[config.mk]
export PLATFORM = sky130hd
export DESIGN_NAME = mdrx_top
export DESIGN_NICKNAME = d
export VERILOG_FILES = /design/src/rtl/mdrx_pkg.sv /design/src/rtl/mdrx_tick.sv /design/src/rtl/mdrx_sync.sv /design/src/rtl/mdrx_deframe.sv /design/src/rtl/mdrx_top.sv
export SDC_FILE = /design/constraint.sdc
export NUM_CORES = 1
export LEC_CHECK = 0
export BUFFER_PORTS_ARGS = -buffer_cell sky130_fd_sc_hd__buf_4
export CAP_MARGIN = 20
export CORE_ASPECT_RATIO = 1.25
export CORE_MARGIN = 5
export CORE_UTILIZATION = 26
export DETAILED_ROUTE_END_ITERATION = 8
export PLACE_DENSITY = 0.48
export SLEW_MARGIN = 10
export SYNTH_ARGS = -nofsm -noshare
export SYNTH_HDL_FRONTEND = slang
export SYNTH_SLANG_ARGS = --single-unit
[constraint.sdc]
create_clock -name clk -period 2.19 [get_ports clk]
set_input_delay 0.1095 -clock clk [delete_from_list [all_inputs] [get_ports clk]]
set_output_delay 0.1095 -clock clk [all_outputs]
set_load 0.02 [all_outputs]
[src/rtl/mdrx_pkg.sv]
package mdrx_pkg;

  typedef enum logic [2:0] {
    ST_HUNT,   // waiting for a falling edge
    ST_START,  // confirming the start bit at mid-bit
    ST_BITS,   // shifting in address and payload
    ST_STOP,   // sampling the stop bit
    ST_BREAK   // line held low after framing error
  } rx_state_e;

endpackage

[src/rtl/mdrx_tick.sv]
module mdrx_tick #(
  parameter int DIV = 5
) (
  input  logic clk,
  input  logic rst,
  output logic tick_o
);

  localparam int CW = (DIV > 1) ? $clog2(DIV) : 1;

  logic [CW-1:0] cnt;

  always_ff @(posedge clk) begin
    if (rst) begin
      cnt    <= '0;
      tick_o <= 1'b0;
    end else if (cnt == CW'(DIV - 1)) begin
      cnt    <= '0;
      tick_o <= 1'b1;
    end else begin
      cnt    <= cnt + 1'b1;
      tick_o <= 1'b0;
    end
  end

endmodule

[src/rtl/mdrx_sync.sv]
module mdrx_sync #(
  parameter int STAGES = 2
) (
  input  logic clk,
  input  logic rst,
  input  logic d_i,
  output logic q_o
);

  logic [STAGES-1:0] sr;

  // Reset to all ones so the line reads as idle.
  always_ff @(posedge clk) begin
    if (rst) sr <= '1;
    else     sr <= {sr[STAGES-2:0], d_i};
  end

  assign q_o = sr[STAGES-1];

endmodule

[src/rtl/mdrx_deframe.sv]
module mdrx_deframe
  import mdrx_pkg::*;
#(
  parameter int OSR    = 16,
  parameter int ADDR_W = 2,
  parameter int DATA_W = 8
) (
  input  logic              clk,
  input  logic              rst,
  input  logic              tick,
  input  logic              rxd,
  output logic              fr_valid,
  output logic              fr_err,
  output logic [ADDR_W-1:0] addr_o,
  output logic [DATA_W-1:0] data_o
);

  localparam int NBITS = ADDR_W + DATA_W;
  localparam int OW    = $clog2(OSR);
  localparam int BW    = $clog2(NBITS);

  rx_state_e   state;
  logic [OW-1:0] os_cnt;
  logic [BW-1:0] bit_idx;

  always_ff @(posedge clk) begin
    if (rst) begin
      state    <= ST_HUNT;
      os_cnt   <= '0;
      bit_idx  <= '0;
      addr_o   <= '0;
      data_o   <= '0;
      fr_valid <= 1'b0;
      fr_err   <= 1'b0;
    end else begin
      fr_valid <= 1'b0;
      fr_err   <= 1'b0;
      if (tick) begin
        case (state)
          ST_HUNT: begin
            os_cnt <= '0;
            if (!rxd) state <= ST_START;
          end
          ST_START: begin
            if (os_cnt == OW'(OSR / 2 - 1)) begin
              os_cnt  <= '0;
              bit_idx <= '0;
              state   <= rxd ? ST_HUNT : ST_BITS;
            end else begin
              os_cnt <= os_cnt + 1'b1;
            end
          end
          ST_BITS: begin
            if (os_cnt == OW'(OSR - 1)) begin
              os_cnt <= '0;
              if (bit_idx < BW'(ADDR_W))
                addr_o <= ADDR_W'({addr_o, rxd});          // address: MSB first
              else
                data_o <= {rxd, data_o[DATA_W-1:1]};       // payload: LSB first
              if (bit_idx == BW'(NBITS - 1)) state <= ST_STOP;
              else bit_idx <= bit_idx + 1'b1;
            end else begin
              os_cnt <= os_cnt + 1'b1;
            end
          end
          ST_STOP: begin
            if (os_cnt == OW'(OSR - 1)) begin
              os_cnt <= '0;
              if (rxd) begin
                fr_valid <= 1'b1;
                state    <= ST_HUNT;
              end else begin
                fr_err <= 1'b1;
                state  <= ST_BREAK;
              end
            end else begin
              os_cnt <= os_cnt + 1'b1;
            end
          end
          ST_BREAK: begin
            if (rxd) state <= ST_HUNT;
          end
          default: state <= ST_HUNT;
        endcase
      end
    end
  end

endmodule

[src/rtl/mdrx_top.sv]
module mdrx_top #(
  parameter int                 TICK_DIV    = 5,
  parameter int                 OSR         = 16,
  parameter int                 ADDR_W      = 2,
  parameter int                 DATA_W      = 8,
  parameter int                 SYNC_STAGES = 2,
  parameter logic [DATA_W-1:0]  EXPECT      = 8'hBB
) (
  input  logic              clk,
  input  logic              rst,
  input  logic [ADDR_W-1:0] node_addr,
  input  logic              rx_line,
  output logic              match_o,
  output logic              frame_err_o
);

  logic              tick;
  logic              rxd;
  logic              fr_valid;
  logic              fr_err;
  logic [ADDR_W-1:0] fr_addr;
  logic [DATA_W-1:0] fr_data;

  mdrx_tick #(.DIV(TICK_DIV)) u_tick (
    .clk    (clk),
    .rst    (rst),
    .tick_o (tick)
  );

  mdrx_sync #(.STAGES(SYNC_STAGES)) u_sync (
    .clk (clk),
    .rst (rst),
    .d_i (rx_line),
    .q_o (rxd)
  );

  mdrx_deframe #(.OSR(OSR), .ADDR_W(ADDR_W), .DATA_W(DATA_W)) u_deframe (
    .clk      (clk),
    .rst      (rst),
    .tick     (tick),
    .rxd      (rxd),
    .fr_valid (fr_valid),
    .fr_err   (fr_err),
    .addr_o   (fr_addr),
    .data_o   (fr_data)
  );

  // Address filter and payload compare, registered.
  always_ff @(posedge clk) begin
    if (rst) begin
      match_o     <= 1'b0;
      frame_err_o <= 1'b0;
    end else begin
      frame_err_o <= fr_err;
      if (fr_valid && (fr_addr == node_addr))
        match_o <= (fr_data == EXPECT);
    end
  end

endmodule

==> metrics.txt, run 1 <==
Crit-path slowest cell=ha_1; Placer Congestion=roughly 0.76; Logic pwr share=~3.6%; CTS Buffer Depth=2; #FFs+latches synth=31; Post-CTS Resized=0; Worst setup SP type=flip-flop; HPWL Detailed=1870 µm; crit end category=flip-flop; worst slew pin tran=0.515 ns; Sw Share=20.3%; num ports=7; main combinational cell family by area after synthesis=simple AND/OR/NAND/NOR gates; share of cells above drive strength 1=10.7%; max_slew headroom=~66%; CP max stage delay=0.38 ns; Clock transition at path regs=roughly 0.06 ns; worst min path class=in2reg; area leader, netlist=dfxtp_1; post-synthesis cell count=163; fin crit period=1.75 ns; Layout Skew=0.0130 ns; Netlist cell types=approximately 40; die width=a little under 80 µm; largest net degree at the start of global routing=31; period utilisation layout=79.9%; worst hold path endpoint=u_sync.sr[0]; pwr/cell area=about 700 nW/µm²; initial core utilization=26.8%; sw power=245 µW; Max-Cap Viols=0; CP arrival=1.90 ns; worst r2r src=u_deframe.os_cnt[0]; num rows=30; CTS Hold Buffers Added=0; Post-Synth Simple-Gate Area=28.1%; area delta synth->final=14.6%; required time at the worst-slack endpoint=2.34 ns; clock root cell=clkbuf_8; final number of max-transition violations=0; largest cells by area after synthesis=dfxtp_1 42%, mux2i_1 8.2%, nor2_1 6.1%; CP max FO=10; 1st-iter DRT viols=36; Reg power frac=approximately 48%; total wire length=2750 µm; Sink Count=31; initial antenna violation count=0; r2r worst-path depth=6; clock power share=~48%; Post-synth ARST share=0%; register area share after synthesis=between 40% and 50%; Place WS=approximately 0.46 ns; Clk Latency, worst-skew pair=0.28 ns; R2R Setup Slk=0.44 ns; Adder-Cell Fraction of Synth Area=roughly 4.3%; DRT Pass-1 Iters=4; Die Height=94.1 µm; final hold viol count=0; HP Start=rx_line; post-synthesis xor/xnor area fraction=between 1.5 and 2%; Synth Area in Compound Gates=between 10% and 20%; Final ANT Viol Nets=0; leakage=0.648 nW; htree depth=2; TritonCTS clock tree=yes; Avg Vias per Cell=around 4.8; setup TNS=0 ns; vias in the first global route=1064; mux share of post-synthesis cell area=between 8 and 9%; crit-path leading delay family=simple AND/OR/NAND/NOR gates; CP Class=reg2reg; worst-case vdd ir drop=0.343 mV; cell-internal power=961 µW; worst path cell trace=ha_1, nand4b_4, nor4_4, buf_4, mux2i_1, nor2_1; Avg Inst Size Synth=9.03 µm²; Post-Syn Area=1470 µm²; synth cell count leaders=31 x dfxtp_1, 24 x nor2_1, 12 x mux2i_1; CTS buffer count=5; post-CTS setup buffer count=0; final setup fails=0; Final #Nets=178; total die area=7270 µm²; first-pass GRT wire length=4760 µm; number of antenna repair diodes=0; status=finished clean; Overflow after GRT=0; IO Port Bufs=6; CP bufs+invs=1; RSZ-0062 raised after global routing=false; YS warnings=0; Worst Hold Depth=2; EDFF count, synth=0; top_reg_cell synth=dfxtp_1; Syn Nets=173; DRC Markers=0; count leader, synth=dfxtp_1; WL/cell=between 10 and 15 µm; GRT Overall Usage=under 10%; final worst setup slack=0.440 ns; max frequency=between 500 and 600 MHz; Core Box Area=5480 µm²; Synth top area share=between 40% and 50%; via count=1113; worst reg2reg endpoint=u_deframe.data_o[5]
## power by group through the flow
stage / Clock, mW / Combinational [mW] / Sequential (mW)
after floorplan: 0 / 0.0328 / 0.594
after detailed placement: 0 / 0.0451 / 0.597
after global routing: 0.626 / 0.0513 / 0.585
after global placement: 0 / 0.0445 / 0.597
after CTS: 0.603 / 0.0452 / 0.584
final: 0.579 / 0.0439 / 0.584
## stage by stage
step	instances	utilization, %	hold WS (ns)	area, µm²	power, mW
5_1_grt	233	30.8	0.0118	1690	1.26
3_5_place_dp	225	28.6	0.292	1570	0.642
2_1_floorplan	163	-	0.207	1470	0.627
3_3_place_gp	225	28.6	0.290	1570	0.642
6_report	233	30.8	0.0152	1690	1.21
4_1_cts	233	30.8	0.00810	1690	1.23
## per-layer routing
| metal | vias to the layer above | track usage [%] | wire, µm |
|---|---|---|---|
| met2 | 7 | 12.7 | 1270 |
| met5 | - | 0 | 0 |
| met4 | 0 | 3.01 | 38 |
| met3 | 5 | 2.98 | 81 |
| met1 | 518 | 9.94 | 1360 |
| li1 | 583 | - | - |
## registers in the layout, summed over array words and instances (netlist names)
name,flops
frame_err_o,1
match_o,1
u_deframe.addr_o,2
u_deframe.bit_idx,4
u_deframe.data_o,8
u_deframe.fr_err,1
u_deframe.fr_valid,1
u_deframe.os_cnt,4
u_deframe.state,3
u_sync.sr,2
u_tick.cnt,3
u_tick.tick_o,1
## worst max path at each step
stage / to / depth (start not counted) / start / slack (ns)
final: u_deframe.data_o[5] / 6 / u_deframe.os_cnt[0] / 0.44
after global routing: u_deframe.data_o[6] / 6 / u_deframe.os_cnt[0] / 0.25
after CTS: u_deframe.data_o[5] / 6 / u_deframe.os_cnt[0] / 0.43
after detailed placement: u_deframe.data_o[7] / 6 / u_deframe.os_cnt[0] / 0.46
after global placement: u_deframe.data_o[2] / 6 / u_deframe.os_cnt[0] / 0.48
after floorplan: u_deframe.data_o[0] / 6 / u_deframe.os_cnt[0] / 0.51
## area by class of cell
| class | count | area, µm² |
|---|---|---|
| repair buffers | 8 | 60.1 |
| inverters | 5 | 18.8 |
| fillers | 593 | 3790 |
| well taps | 64 | 80.1 |
| multi-input cells | 117 | 790 |
| clock buffers | 6 | 82.6 |
| flip-flops and latches | 31 | 621 |
| clock inverters | 2 | 35.0 |
## layout by cell type (no fill, tap or decap), types with 3 or more instances in the layout
cell type / synthesis / layout
nand2_1: 10 / 10
nor2_1: 24 / 24
inv_1: 5 / 5
nand3_1: 5 / 5
ha_1: 5 / 5
mux2i_1: 12 / 12
a31oi_1: 4 / 4
a21oi_1: 9 / 9
clkbuf_8: 0 / 6
nand4b_1: 3 / 3
buf_4: 1 / 8
nor2b_1: 3 / 3
nand3b_1: 3 / 3
dfxtp_1: 31 / 31
xnor2_1: 3 / 3
## logic make-up after synthesis
kind of cell,after synthesis
buf+inv,15
compound gates,26
simple gates,71
flops,31
xor+xnor,3
fa+ha+maj,5
mux,12
No activity file was read; power rests on OpenSTA's default activity.
==> inputs of run 2 (changes only) <==
==> constraint.sdc (replaced) <==
create_clock -name clk -period 1.8 [get_ports clk]
set_input_delay 0.09 -clock clk [delete_from_list [all_inputs] [get_ports clk]]
set_output_delay 0.09 -clock clk [all_outputs]
set_load 0.02 [all_outputs]
==> metrics.txt, run 2 (synthesis gave the netlist of run 1 again) <==
RSZ-0062 raised after global routing=false; CP max stage delay=between 0.4 and 0.5 ns; Hold Slack=0.191 ns; period utilisation layout=92.3%; GRT Overall Usage=8.50%; IO Port Bufs=6; CTS buffer count=5; setup TNS=0 ns; share of cells above drive strength 1=13.1%; required time at the worst-slack endpoint=2.01 ns; HPWL Detailed=between 1500 and 2000 µm; WL/cell=11.9 µm; Clk Latency, worst-skew pair=approximately 0.27 ns; worst path cell trace=ha_1, buf_4, and4_1, or4_1, a21oi_1; Placer Congestion=between 0.7 and 0.8; pwr/cell area=759 nW/µm²; Top reg by flops=u_deframe.data_o; CP Class=reg2reg; max frequency=602 MHz; initial core utilization=26.8%; largest net degree at the start of global routing=31; Overflow after GRT=0; Final #Nets=185; worst reg2reg endpoint=u_deframe.os_cnt[0]; Final ANT Viol Nets=0; final worst setup slack=approximately 0.14 ns; total die area=7270 µm²; initial antenna violation count=0; worst r2r src=u_deframe.os_cnt[0]; max_slew headroom=69.3%; Max-Cap Viols=0; number of flip-flops in the largest register=8; 1st-iter DRT viols=80; Layout Skew=0.00415 ns; DRC Markers=0; clock root cell=clkbuf_8; Place WS=0.155 ns; TritonCTS clock tree=yes; Clock transition at path regs=0.06 ns; Core Box Area=5480 µm²; Post-CTS Resized=0; registers with the most flip-flops=u_deframe.data_o: 8 flops, u_deframe.bit_idx: 4 flops, u_deframe.os_cnt: 4 flops; final hold viol count=0; CTS Buffer Depth=2; Crit-path slowest cell=or4_1; r2r worst-path depth=5; vias in the first global route=about 1.1k; area delta synth->final=17.2%; via count=1150; num ports=7; die width=77.3 µm; CP max FO=8; leakage=0.673 nW; R2R Setup Slk=between 0.1 and 0.15 ns; most frequent cells in the layout=31 x dfxtp_1, 24 x nor2_1, 13 x buf_4; num rows=30; worst hold path endpoint=match_o; Worst Hold Depth=2; number of antenna repair diodes=0; fin crit period=approximately 1.7 ns; Avg Vias per Cell=approximately 4.8; final number of max-transition violations=0; Sink Count=31; filler instances=590; HP Start=rst; crit end category=flip-flop; CP startpoint=u_deframe.os_cnt[0]; placed cell areas=1630 µm²; total wire length=2840 µm; Overall Power=1.31 mW; worst slew pin tran=0.457 ns; worst min path class=in2reg; Die Height=94.1 µm; worst-case vdd ir drop=approximately 0.29 mV; CP arrival=1.87 ns; DRT Pass-1 Iters=4; status=finished clean; final setup fails=0; htree depth=2; Worst setup SP type=flip-flop; design area=between 1500 and 2000 µm²; most common cell after layout, fill and taps aside=dfxtp_1; first-pass GRT wire length=roughly 5000 µm
run 2: cell types whose count changed in the layout (fill, tap and decap cells not counted), sizes merged:
cell | previous run | this run
bufinv | 1 | 0
buf | 8 | 14
dlygate4sd3 | 0 | 1
run 2: area by class of cell:
cell class | instances | area (µm²) | share of cell area (%)
Timing Repair Buffer | 15 | 128 | 7.40
Clock inverter | 1 | 5.00 | 0.290
Inverter | 5 | 18.8 | 1.09
Clock buffer | 6 | 82.6 | 4.79
Tap cell | 64 | 80.1 | 4.64
Multi-Input combinational cell | 117 | 790 | 45.8
Sequential cell | 31 | 621 | 36.0
run 2: how the worst max path moves through the flow:
stage                                      to  slack, ns  cells after the start
after detailed placement  u_deframe.os_cnt[0]       0.16                      5
after CTS                 u_deframe.os_cnt[0]       0.13                      5
after global routing      u_deframe.data_o[3]       0.04                      6
after global placement    u_deframe.os_cnt[0]       0.18                      5
after floorplan           u_deframe.data_o[0]       0.12                      6
final                     u_deframe.os_cnt[0]       0.14                      5
run 2: stage by stage:
stage               util [%]  instances
floorplan                  -        163
global placement        29.7        231
detailed placement      29.7        231
CTS                     31.5        239
global route            31.5        239
finish                  31.5        239
run 2: worst max-delay path: cells and delay by family (launching register included):
family                     cells  cell delay, ns
and+or+nand+nor                2            0.70
DFF                            1            0.33
adders and majority gates      1            0.25
buffers and inverters          1            0.18
AOI/OAI and AO/OA              1            0.13
run 2: routing by layer:
layer | vias up | share of wire, % | GRT usage [%]
li1 | 600 | - | -
met1 | 524 | 47 | 11.3
met2 | 24 | 48 | 12.6
met3 | 2 | 4.0 | 2.98
met4 | 0 | 0.46 | 3.01
met5 | - | 0 | 0
run 2: repair_timing:
action / in CTS / in global routing
setup buffers: 0 / 0
endpoints found under the hold margin: 1 / 0
hold buffers: 1 / 0
run 2: report_power, final:
group          switching, mW  internal, mW
clock                  0.244         0.299
combinational         0.0306        0.0249
sequential            0.0116         0.699
total                  0.286          1.02
==> inputs of run 3 (changes only) <==
--- a/config.mk
+++ b/config.mk
@@ -7,11 +7,13 @@
 export LEC_CHECK = 0
 export BUFFER_PORTS_ARGS = -buffer_cell sky130_fd_sc_hd__buf_4
 export CAP_MARGIN = 20
+export CELL_PAD_IN_SITES_DETAIL_PLACEMENT = 0
+export CELL_PAD_IN_SITES_GLOBAL_PLACEMENT = 2
 export CORE_ASPECT_RATIO = 1.25
 export CORE_MARGIN = 5
 export CORE_UTILIZATION = 26
 export DETAILED_ROUTE_END_ITERATION = 8
-export PLACE_DENSITY = 0.48
+export PLACE_DENSITY = 0.65
 export SLEW_MARGIN = 10
 export SYNTH_ARGS = -nofsm -noshare
 export SYNTH_HDL_FRONTEND = slang
==> metrics.txt, run 3 (synthesis gave the netlist of run 1 again) <==
RSZ-0062 raised after global routing=false; vias in the first global route=1151; Worst Hold Depth=2; total wire length=approximately 3000 µm; CP max FO=8; clock root cell=clkbuf_8; WL/cell=12.7 µm; required time at the worst-slack endpoint=1.97 ns; CTS buffer count=5; initial antenna violation count=0; die width=77.3 µm; placed cell areas=1620 µm²; 1st-iter DRT viols=79; most common cell after layout, fill and taps aside=dfxtp_1; Placer Congestion=about 0.77; r2r worst-path depth=6; worst reg2reg endpoint=u_deframe.data_o[1]; HP Start=rst; worst r2r src=u_deframe.os_cnt[0]; Final ANT Viol Nets=0; worst slew pin tran=roughly 0.45 ns; pwr/cell area=around 800 nW/µm²; Avg Vias per Cell=4.80; DRT Pass-1 Iters=4; Clk Latency, worst-skew pair=about 0.28 ns; Worst setup SP type=flip-flop; Die Height=approximately 94 µm; Post-CTS Resized=0; htree depth=2; registers with the most flip-flops=u_deframe.data_o: 8 flops, u_deframe.bit_idx: 4 flops, u_deframe.os_cnt: 4 flops; first-pass GRT wire length=~5300 µm; via count=1148; status=finished clean; max_slew headroom=between 60% and 70%; num ports=7; dpl cells=230; Layout Skew=0.00364 ns; R2R Setup Slk=about 0.17 ns; largest net degree at the start of global routing=31; HPWL Detailed=2150 µm; Hold Slack=0.177 ns; final hold viol count=0; number of flip-flops in the largest register=8; fin util=31.6%; CTS Buffer Depth=2; num rows=30; Top reg by flops=u_deframe.data_o; final setup fails=0; GRT Overall Usage=under 10%; final number of max-transition violations=0; Clock transition at path regs=0.07 ns; CP Class=reg2reg; initial core utilization=between 20% and 30%; Sink Count=31; setup TNS=0 ns; share of cells above drive strength 1=13.1%; area delta synth->final=17.8%; Finished Layout Cells=239; Core Box Area=5480 µm²; max frequency=614 MHz; worst min path class=in2reg; crit end category=flip-flop; total die area=7270 µm²; Overflow after GRT=0; Max-Cap Viols=0; IO Port Bufs=6; post-CTS setup buffer count=0; period utilisation layout=90.5%; DRC Markers=0; number of antenna repair diodes=0; CP arrival=1.79 ns; worst hold path endpoint=match_o; design area=around 1700 µm²; worst-case vdd ir drop=0.528 mV; TritonCTS clock tree=yes; leakage=0.671 nW; fin crit period=1.63 ns; Final #Nets=184; most frequent cells in the layout=31 x dfxtp_1, 24 x nor2_1, 12 x mux2i_1, 12 x buf_4, 10 x nand2_1; filler instances=605
## run 3: changes by cell type in the layout (fill, tap and decap cells not counted), sizes merged
cell,change
clkbuf,+1
buf,-1
clkinvlp,+1
clkinv,-1
## run 3: layout make-up
class	instances	area [µm²]	share of cell area, %
Tap cell	64	80.1	4.62
Sequential cell	31	621	35.8
Multi-Input combinational cell	117	790	45.6
Clock buffer	7	96.3	5.56
Timing Repair Buffer	14	120	6.93
Inverter	5	18.8	1.08
Clock inverter	1	7.51	0.433
## run 3: per-layer routing
layer	wire, µm	global-route usage, %
met4	25	3.87
met3	97	3.07
met2	1480	15.0
met1	1430	10.9
met5	0	0
## run 3: critical path: stages (launching register included)
cell and delay, ns:
dfxtp_1 0.35, ha_1 0.26, nand4b_4 0.16, nor4_4 0.31, buf_12 0.18, mux2i_1 0.20, nor2_1 0.05
## run 3: worst max path at each step
stage	from	endpoint	slack, ns	depth (start not counted)
after global routing	u_deframe.os_cnt[0]	u_deframe.data_o[7]	0.06	6
after CTS	u_deframe.os_cnt[0]	u_deframe.data_o[1]	0.14	6
after detailed placement	u_deframe.os_cnt[0]	u_deframe.data_o[1]	0.16	6
after global placement	u_deframe.os_cnt[0]	u_deframe.data_o[1]	0.21	6
final	u_deframe.os_cnt[0]	u_deframe.data_o[1]	0.17	6
after floorplan	u_deframe.os_cnt[0]	u_deframe.data_o[0]	0.12	6
## run 3: what timing repair did
| action | in CTS | in global routing |
|---|---|---|
| hold buffers | 1 | 0 |
| endpoints found under the setup margin | 0 | 0 |
| endpoints found under the hold margin | 1 | 0 |
## run 3: report_power, final
part	switching, mW	total [mW]	internal [mW]
logic	0.0301	0.0548	0.0247
registers	0.0117	0.710	0.699
clock network	0.267	0.615	0.348
total	0.309	1.38	1.07
## run 3: stage by stage
step	setup slack (ns)	total power, mW
finish	0.171	1.38
global route	0.0599	1.45
CTS	0.141	1.40
detailed placement	0.162	0.781
global placement	0.214	0.778
floorplan	0.118	0.763
